## src/rtl/pcache_pkg.sv

```systemverilog
package pcache_pkg;

  typedef enum logic [1:0] {
    RK_LOAD     = 2'd0,
    RK_STORE    = 2'd1,
    RK_PREFETCH = 2'd2,
    RK_INVAL    = 2'd3
  } req_kind_e;

  function automatic logic is_demand(input req_kind_e k);
    return (k == RK_LOAD) || (k == RK_STORE);
  endfunction

endpackage

```

## src/rtl/pcache_decode.sv

```systemverilog
module pcache_decode #(
  parameter int ADDR_W = 32,
  parameter int OFF_W  = 8,
  parameter int IDX_W  = 1,
  localparam int LINE_W = IDX_W + 1,
  localparam int TAG_W  = ADDR_W - 1 - OFF_W - IDX_W
) (
  input  logic [ADDR_W-1:OFF_W] blk_i,
  output logic [LINE_W-1:0]     line_o,
  output logic [TAG_W-1:0]      tag_o
);

  // Partition bit on top, index bits of the half below it.
  function automatic logic [LINE_W-1:0] line_of(input logic [ADDR_W-1:OFF_W] b);
    return {b[ADDR_W-1], b[OFF_W +: IDX_W]};
  endfunction

  // Everything between the partition bit and the index bits.
  function automatic logic [TAG_W-1:0] tag_of(input logic [ADDR_W-1:OFF_W] b);
    return b[ADDR_W-2 : OFF_W+IDX_W];
  endfunction

  assign line_o = line_of(blk_i);
  assign tag_o  = tag_of(blk_i);

endmodule

```

## src/rtl/pcache_line.sv

```systemverilog
module pcache_line
  import pcache_pkg::*;
#(
  parameter int TAG_W    = 22,
  parameter int FILL_LAT = 100,
  localparam int CNT_W = (FILL_LAT > 1) ? $clog2(FILL_LAT) : 1
) (
  input  logic             clk,
  input  logic             rst_n,
  input  logic             sel_i,
  input  req_kind_e        kind_i,
  input  logic [TAG_W-1:0] tag_i,
  output logic             hit_o,
  output logic             valid_o,
  output logic             busy_o,
  output logic [TAG_W-1:0] tag_o,
  output logic [TAG_W-1:0] ftag_o,
  output logic             ev_start_o,
  output logic             ev_cancel_o,
  output logic             ev_done_o
);

  logic             vld_q, busy_q, fdem_q;
  logic [TAG_W-1:0] tag_q, ftag_q;
  logic [CNT_W-1:0] cnt_q;

  logic dem, pf, inv;
  logic fill_match, dem_start, pf_start, drop_vld;

  assign dem = sel_i && is_demand(kind_i);
  assign pf  = sel_i && (kind_i == RK_PREFETCH);
  assign inv = sel_i && (kind_i == RK_INVAL);

  assign hit_o      = vld_q && (tag_q == tag_i);
  assign fill_match = busy_q && (ftag_q == tag_i);

  // Demand may start on an idle line or steal a prefetch-only refill.
  assign dem_start   = dem && !hit_o && (!busy_q || (!fdem_q && !fill_match));
  assign pf_start    = pf && !hit_o && !busy_q;
  assign ev_start_o  = dem_start || pf_start;
  assign ev_cancel_o = inv && fill_match;
  assign drop_vld    = inv && hit_o;
  assign ev_done_o   = busy_q && (cnt_q == '0) && !ev_start_o && !ev_cancel_o;

  always_ff @(posedge clk) begin
    if (!rst_n) begin
      vld_q  <= 1'b0;
      busy_q <= 1'b0;
      fdem_q <= 1'b0;
      tag_q  <= '0;
      ftag_q <= '0;
      cnt_q  <= '0;
    end else begin
      if (drop_vld) vld_q <= 1'b0;
      if (ev_start_o) begin
        busy_q <= 1'b1;
        fdem_q <= dem;
        ftag_q <= tag_i;
        cnt_q  <= CNT_W'(FILL_LAT - 1);
      end else if (ev_cancel_o) begin
        busy_q <= 1'b0;
        vld_q  <= 1'b0;
      end else if (ev_done_o) begin
        busy_q <= 1'b0;
        vld_q  <= 1'b1;
        tag_q  <= ftag_q;
      end else if (busy_q) begin
        cnt_q <= cnt_q - 1'b1;
        if (dem && fill_match) fdem_q <= 1'b1;
      end
    end
  end

  assign valid_o = vld_q;
  assign busy_o  = busy_q;
  assign tag_o   = tag_q;
  assign ftag_o  = ftag_q;

endmodule

```

## src/rtl/pcache_top.sv

```systemverilog
module pcache_top
  import pcache_pkg::*;
#(
  parameter int ADDR_W         = 32,
  parameter int LINE_BYTES     = 256,
  parameter int LINES_PER_HALF = 2,
  parameter int FILL_LAT       = 100,
  localparam int OFF_W   = $clog2(LINE_BYTES),
  localparam int IDX_W   = $clog2(LINES_PER_HALF),
  localparam int LINE_W  = IDX_W + 1,
  localparam int N_LINES = 2 * LINES_PER_HALF,
  localparam int TAG_W   = ADDR_W - 1 - OFF_W - IDX_W
) (
  input  logic                            clk,
  input  logic                            rst_n,
  input  logic                            req_valid,
  input  logic [1:0]                      req_kind,
  input  logic [ADDR_W-1:0]               req_addr,
  output logic                            resp_hit,
  output logic                            resp_stall,
  output logic                            refill_start,
  output logic [ADDR_W-1:0]               refill_addr,
  output logic [N_LINES-1:0]              line_valid,
  output logic [N_LINES-1:0]              line_busy,
  output logic [N_LINES-1:0][TAG_W-1:0]   line_tag,
  output logic [N_LINES-1:0][TAG_W-1:0]   fill_tag
);

  req_kind_e          kind;
  logic [LINE_W-1:0]  req_line;
  logic [TAG_W-1:0]   req_tag;
  logic [N_LINES-1:0] sel_v, hit_v;
  logic [N_LINES-1:0] ev_start, ev_cancel, ev_done;
  logic               addr_hit, addr_busy, dem_req;

  assign kind = req_kind_e'(req_kind);

  pcache_decode #(.ADDR_W(ADDR_W), .OFF_W(OFF_W), .IDX_W(IDX_W)) u_dec (
    .blk_i  (req_addr[ADDR_W-1:OFF_W]),
    .line_o (req_line),
    .tag_o  (req_tag)
  );

  for (genvar i = 0; i < N_LINES; i++) begin : g_line
    assign sel_v[i] = req_valid && (req_line == LINE_W'(i));

    pcache_line #(.TAG_W(TAG_W), .FILL_LAT(FILL_LAT)) u_line (
      .clk         (clk),
      .rst_n       (rst_n),
      .sel_i       (sel_v[i]),
      .kind_i      (kind),
      .tag_i       (req_tag),
      .hit_o       (hit_v[i]),
      .valid_o     (line_valid[i]),
      .busy_o      (line_busy[i]),
      .tag_o       (line_tag[i]),
      .ftag_o      (fill_tag[i]),
      .ev_start_o  (ev_start[i]),
      .ev_cancel_o (ev_cancel[i]),
      .ev_done_o   (ev_done[i])
    );
  end

  assign addr_hit  = |(sel_v & hit_v);
  assign addr_busy = |(sel_v & line_busy);
  assign dem_req   = req_valid && is_demand(kind);

  assign resp_hit     = dem_req && addr_hit;
  assign resp_stall   = dem_req && !addr_hit;
  assign refill_start = |ev_start;
  assign refill_addr  = req_addr;

endmodule

```

## config.mk

```make
export PLATFORM = sky130hd
export DESIGN_NAME = pcache_top
export DESIGN_NICKNAME = d
export VERILOG_FILES = /design/src/rtl/pcache_pkg.sv /design/src/rtl/pcache_decode.sv /design/src/rtl/pcache_line.sv /design/src/rtl/pcache_top.sv
export SDC_FILE = /design/constraint.sdc
export NUM_CORES = 1
export LEC_CHECK = 0
export BUFFER_PORTS_ARGS = -buffer_cell sky130_fd_sc_hd__buf_2
export CAP_MARGIN = 20
export CORE_UTILIZATION = 30
export CTS_CLUSTER_DIAMETER = 40
export CTS_CLUSTER_SIZE = 25
export DETAILED_ROUTE_END_ITERATION = 7
export GPL_ROUTABILITY_DRIVEN = 0
export PLACE_DENSITY = 0.59
export RECOVER_POWER = 100
export SYNTH_ARGS = -nofsm -noshare
export SYNTH_HDL_FRONTEND = slang
export SYNTH_SLANG_ARGS = --single-unit
```

## constraint.sdc

```tcl
create_clock -name clk -period 3.58 [get_ports clk]
set_clock_uncertainty 0.1 [all_clocks]
set_input_delay 0.716 -clock clk [delete_from_list [all_inputs] [get_ports clk]]
set_output_delay 0.716 -clock clk [all_outputs]
set_load 0.05 [all_outputs]
```

==> metrics.txt, run 1 <==
gr ovfl total=0; CP max FO=8; cells along the critical path=buf_2 > buf_12 > xnor2_1 > nand4_1 > nor4_4 > a211oi_1 > o2111ai_4 > nand4_1 > clkbuf_4; dpl cells=1,910; Setup violations, final=0; synthesized cell area=0.01117 mm2; core footprint=0.03661 mm2; worst r2r dst=g_line[0].u_line.tag_o[5]$_SDFFE_PN0P_; WL final=38.88 mm; Final Hold Fails=0; startpoint of the worst hold path=g_line[3].u_line.cnt_q[6]$_SDFFE_PN0P_; top cell type by total area after synthesis=dfxtp_1; worst r2r path cells=10; status=finished, final reports clean; Hold EP=g_line[3].u_line.cnt_q[6]$_SDFFE_PN0P_; fmax=0.2809 GHz; CP arrival=2.74 ns; Die W=195.0 um; post-synthesis sequential area ratio=38.70%; Pwr Density=486.6 mW/mm2; WP data required=2.76 ns; maximum VDD drop=313.5 uV; Most used DFF post-synth=dfxtp_1; Post-synth ARST share=0%; Synth warnings=0; largest net degree at the start of global routing=88; routed length per instance=19.70 um; Layout fillers=3,797; worst min path class=reg -> reg; Yosys reg bits=216; first-pass GRT wire length=57.54 mm; Min Clock Period, post-route=3.560 ns; initial antenna violation count=1; # nets final=1,522; CP Launch Type=primary input; clk root buf=clkbuf_16; num ports=256; DP Wirelength=29.53 mm; CTS H-tree lvls=2; Crit Path Class=in -> out; clock sink count=216; EDFF count, synth=0; Initial DRC Count=534; Placed Area=0.01306 mm2; Fin Hold WS=0.3719 ns; final cell count without fillers=1,973; hold path cells=2; period utilization=99.43%; Slowest Stage Delay on Critical Path=0.37 ns; Initial Util=30.52%; Yosys cell types=55; final setup margin=0.02038 ns; Max-slew headroom=38.83%; via count=9,806; Die ar.=0.03802 mm2; GR Util All Layers=19.77%; CP startpoint=req_addr[11]; Via density=4.970; flop-to-flop setup slack=0.40 ns; Worst setup EP type=primary output; drt first pass iters=5; CP most frequent cell=nand4_1; Post-CTS Hold Buffers=0; vias in the first global route=9,261; Post-Synthesis Cells=1,250; Synth Net Count=1,292; clock latency on the worst-skew pair=0.51 ns; final slew viol count=0; max-cap viol count=0; average instance area after synthesis=8.939 um2; Worst-Margin Slew=0.9175 ns; Reg2Reg Launch Point=g_line[0].u_line.ftag_o[3]$_SDFFE_PN0P_; CTS clk-pin slew, worst paths=0.05 ns; Final Util=38.15%; static leakage=5.261 nW; dpl ws=-0.1539 ns; antenna-violating nets left=0; top cells by area, synth=dfxtp_1 39%, mux2i_1 16%, xnor2_1 11%; count of input and output buffers=239; CP max-delay cell=nor4_4; clk buf depth=3; CTS Buf Count=34; Finished Cell Area=0.01397 mm2; die height=195.0 um; Rows=70; share of layout cells above drive strength 1=12.63%; post-synth top area share=38.70%; # DRC=0; Syn-to-layout area delta=24.99%; CTS tree=built
-- synth_stat cells (23+ instances only) --
cell type  instances
buf_2             31
nand4_1           46
nand2_1          205
mux2i_1          179
buf_4             47
xnor2_1          144
xor2_1            37
dfxtp_1          216
nand3_1           23
a21oi_1           24
clkbuf_1          36
nor2_1           114
-- cell usage in the layout (no fill, tap or decap), types with 35 or more instances in the layout --
cell,instances
nor2_1,114
buf_4,51
dfxtp_1,216
clkbuf_1,215
xor2_1,37
nand4_1,46
nand2_1,205
clkbuf_16,35
mux2i_1,178
xnor2_1,139
-- repair_timing --
action / in CTS / in global routing
cloned: 0 / 0
setup endpoints to repair: 3 / 3
buffers inserted: 0 / 2
resized for setup: 7 / 12
-- power by group --
group	internal [W]	switching (W)	leakage (nW)
sequential	0.00246	0.0000704	1.75
combinational	0.000298	0.000591	2.97
clock	0.00212	0.00126	0.547
-- area by class of cell --
class | instances | area, um2 | area share (%)
antenna | 1 | 2.502 | 0.01792
clock buffer | 37 | 893.4 | 6.397
clock inverter | 23 | 262.8 | 1.881
inverter | 13 | 50.05 | 0.3584
multi-input combinational | 900 | 6170 | 44.18
sequential | 216 | 4324 | 30.96
tap | 468 | 585.6 | 4.193
timing repair buffer | 315 | 1678 | 12.01
-- metal layers --
metal	global-route usage [%]	wire length (um)	up-vias
met5	0	0	-
met4	6.358	1120	0
met3	3.575	2132	65
met2	32.72	18000	304
met1	25.92	17630	4761
li1	-	-	4676
-- cells by family (layout without fill, tap and decap cells) --
| logic type | count (synthesis) | in the layout | share of synthesized area, % |
|---|---|---|---|
| AOI/OAI and AO/OA | 76 | 76 | 4.726 |
| xor gates and xnor gates | 181 | 181 | 14.19 |
| adders and majority gates | 5 | 5 | 0.5599 |
| buffers and inverters | 134 | 388 | 6.831 |
| DFF | 216 | 216 | 38.70 |
| muxes | 181 | 181 | 16.24 |
| other | 0 | 1 | 0 |
| and+or+nand+nor | 457 | 457 | 18.76 |
-- worst max path at each step --
stage | end | slack [ns]
after floorplan | refill_start | 0.08
after global placement | resp_hit | -0.20
after detailed placement | resp_hit | -0.15
after CTS | refill_start | 0.02
after global routing | resp_hit | -0.01
final | refill_start | 0.02
-- through the flow --
| stage | power, W | setup TNS [ns] |
|---|---|---|
| 4_1_cts | 0.006858 | 0 |
| 5_1_grt | 0.007022 | -0.01478 |
| 2_1_floorplan | 0.003226 | 0 |
| 3_3_place_gp | 0.003470 | -1.941 |
| 3_5_place_dp | 0.003478 | -2.192 |
| 6_report | 0.006796 | 0 |
-- critical path, delay by kind of cell --
kind | cells | cell delay, ns
AO/OA/AOI/OAI | 2 | 0.41
XOR/XNOR | 1 | 0.15
buffers and inverters | 3 | 0.70
AND/OR/NAND/NOR | 3 | 0.78
-- flip-flops by register name, summed over array words and instances, names as in the netlist --
name,count
g_line.u_line.tag_o,88
g_line.u_line.cnt_q,28
g_line.u_line.valid_o,4
g_line.u_line.busy_o,4
g_line.u_line.ftag_o,88
g_line.u_line.fdem_q,4
Note: power is estimated with default switching activity, not from simulation.
==> run 2, diff against run 1 <==
--- a/config.mk
+++ b/config.mk
@@ -7,12 +7,12 @@
 export LEC_CHECK = 0
 export BUFFER_PORTS_ARGS = -buffer_cell sky130_fd_sc_hd__buf_2
 export CAP_MARGIN = 20
-export CORE_UTILIZATION = 30
+export CORE_UTILIZATION = 45
 export CTS_CLUSTER_DIAMETER = 40
 export CTS_CLUSTER_SIZE = 25
 export DETAILED_ROUTE_END_ITERATION = 7
 export GPL_ROUTABILITY_DRIVEN = 0
-export PLACE_DENSITY = 0.59
+export PLACE_DENSITY = 0.78
 export RECOVER_POWER = 100
 export SYNTH_ARGS = -nofsm -noshare
 export SYNTH_HDL_FRONTEND = slang
==> metrics.txt, run 2 (same netlist as run 1, synthesis figures left out) <==
multi-input logic area=0.006121 mm2 (-0.79%); clock sink count=216 (unchanged); final setup margin=-0.04901 ns (-0.06939 ns); fmax=0.2756 GHz (-1.9%); die height=159.6 um (-18%); clk buf depth=3 (unchanged); Final Hold Fails=0 (unchanged); # nets final=1,506 (-1.1%); Syn-to-layout area delta=19.98%; hold path cells=2 (unchanged); vias in the first global route=9,484 (+2.4%); Pwr Density=474.0 mW/mm2 (-2.6%); CP arrival=2.81 ns (+0.07 ns); CP Launch Type=primary input; register area=0.004324 mm2 (unchanged); Die W=159.6 um (-18%); commonest non-fill, non-tap cells in the layout=216 x dfxtp_1, 212 x clkbuf_1, 205 x nand2_1; largest net degree at the start of global routing=78 (-11%); WP data required=2.76 ns (about the same); Slowest Stage Delay on Critical Path=0.37 ns (about the same); Worst-Margin Slew=1.457 ns (+0.5391 ns); Setup Buffers After CTS=0 (unchanged); Min Clock Period, post-route=3.629 ns (+0.06939 ns); Initial DRC Count=976 (+83%); status=finished with violations; CTS Buf Count=29 (-15%); Comb power frac=13.5% (+0.4 points); num ports=256 (unchanged); share of layout cells above drive strength 1=11.38% (-1.3 points); worst r2r dst=g_line[0].u_line.tag_o[12]$_SDFFE_PN0P_; clk root buf=clkbuf_16; startpoint of the worst hold path=g_line[3].u_line.cnt_q[6]$_SDFFE_PN0P_; routed length per instance=19.79 um (+0.43%); maximum VDD drop=372.9 uV (+19%); Net Sw Power=0.001782 W (-7.3%); Initial Util=45.94% (+15 points); drt first pass iters=6 (+1); initial antenna violation count=0 (-1); final slew viol count=0 (unchanged); dpl cells=1,757 (-8.0%); period utilization=101.4% (+1.9 points); Worst setup EP type=primary output; Rows=57 (-19%); post-CTS sizing=3 (-4); Max-slew headroom=2.353% (-36 points); via count=10,091 (+2.9%); CP max FO=8 (unchanged); CTS clk-pin slew, worst paths=0.06 ns (about the same); antenna-violating nets left=0 (unchanged); Hold EP=g_line[3].u_line.cnt_q[6]$_SDFFE_PN0P_; delay-heaviest family, CP=simple AND/OR/NAND/NOR gates; worst r2r path cells=10 (unchanged); Die ar.=0.02546 mm2 (-33%); count of input and output buffers=239 (unchanged); DP Wirelength=25.82 mm (-13%); static leakage=5.081 nW (-3.4%); final cell count without fillers=1,809 (-8.3%); commonest non-fill, non-tap cell in the layout=dfxtp_1; Setup violations, final=3 (+3); failing checks=max-capacitance violations, negative setup slack; Placed Area=0.01271 mm2 (-2.7%); clock latency on the worst-skew pair=0.54 ns (+0.03 ns); Buf/Inv on CP=3 (unchanged); flop-to-flop setup slack=0.30 ns (-0.10 ns); Clock power frac=46.7% (-3.0 points); cells along the critical path=buf_4 > buf_4 > xnor2_1 > nand3_1 > nor4_2 > nand3_1 > mux2i_2 > mux2i_2 > and3b_1 > buf_2; Via density=5.578 (+12%); Fin Hold WS=0.3725 ns (+0.0006470 ns); CTS tree=built; core footprint=0.02432 mm2 (-34%); CP max-delay cell=nor4_2; # diodes=0 (-1); Finished Cell Area=0.01341 mm2 (-4.0%); GR Util All Layers=27.01% (+7.2 points); internal power=0.004571 W (-6.2%); Reg power frac=39.8% (+2.6 points); WL final=35.80 mm (-7.9%); Post-CTS Hold Buffers=0 (unchanged); Layout fillers=2,241 (-41%); max-cap viol count=1 (+1); total power=0.006353 W (-6.5%); worst min path class=reg -> reg; Setup TNS=-0.1023 ns (-0.1023 ns); gr ovfl total=0 (unchanged); CTS H-tree lvls=1 (-1); Reg2Reg Launch Point=g_line[0].u_line.tag_o[12]$_SDFFE_PN0P_; Crit Path Class=in -> out; switch share=28.05% (-0.23 points); first-pass GRT wire length=54.23 mm (-5.8%); # DRC=0 (unchanged)
==> run 2: cell types whose count changed in the layout (fill, tap and decap cells not counted), moves of 4 or more <==
cell        delta
buf_12         -8
buf_4          -6
clkbuf_16      -6
clkbuf_8       +5
clkinv_2       -4
clkinvlp_4     -4
xnor2_1        +5
xnor2_2        -5
==> run 2: tightest hold or removal path: cells and delay by family (launching register included) <==
| family | cells | cell delay (ns) |
|---|---|---|
| AO/OA/AOI/OAI | 2 | 0.12 |
| flip-flops | 1 | 0.30 |
==> run 2: worst max-delay path by stage <==
stage / to / start / cells after the start / slack [ns]
after detailed placement: resp_hit / req_addr[21] / 9 / -0.009
after CTS: resp_stall / req_addr[16] / 10 / 0.01
after floorplan: refill_start / req_addr[17] / 9 / 0.08
after global placement: resp_hit / req_addr[22] / 9 / 0.06
final: resp_stall / req_addr[11] / 10 / -0.05
after global routing: resp_hit / req_addr[18] / 10 / -0.15
==> run 2: cell type report <==
class / count / share of cell area [%]
clock inverter: 15 / 1.400
timing repair buffer: 304 / 11.20
multi-input combinational: 900 / 45.66
sequential: 216 / 32.26
inverter: 13 / 0.3733
tap: 324 / 3.024
clock buffer: 37 / 6.085
==> run 2: per-stage QoR <==
stage | utilization, % | setup WS (ns)
floorplan | - | 0.08287
global placement | 52.26 | 0.06041
detailed placement | 52.26 | -0.008873
CTS | 56.41 | 0.01150
global route | 55.12 | -0.1458
finish | 55.12 | -0.04901
==> run 2: power by group through the flow <==
stage / logic (W) / registers (W) / clock network [W]
global placement: 0.000842 / 0.00258 / 0
finish: 0.000855 / 0.00253 / 0.00297
detailed placement: 0.000855 / 0.00258 / 0
global route: 0.000902 / 0.00254 / 0.00309
floorplan: 0.000558 / 0.00267 / 0
CTS: 0.000861 / 0.00253 / 0.00299
==> run 2: per-layer routing <==
| layer | vias up | track usage [%] | share of wire (%) |
|---|---|---|---|
| met4 | 0 | 10.84 | 3.5 |
| met3 | 101 | 4.975 | 8.8 |
| met2 | 561 | 42.22 | 45 |
| li1 | 4623 | - | - |
| met1 | 4806 | 36.66 | 42 |
| met5 | - | 0 | 0 |
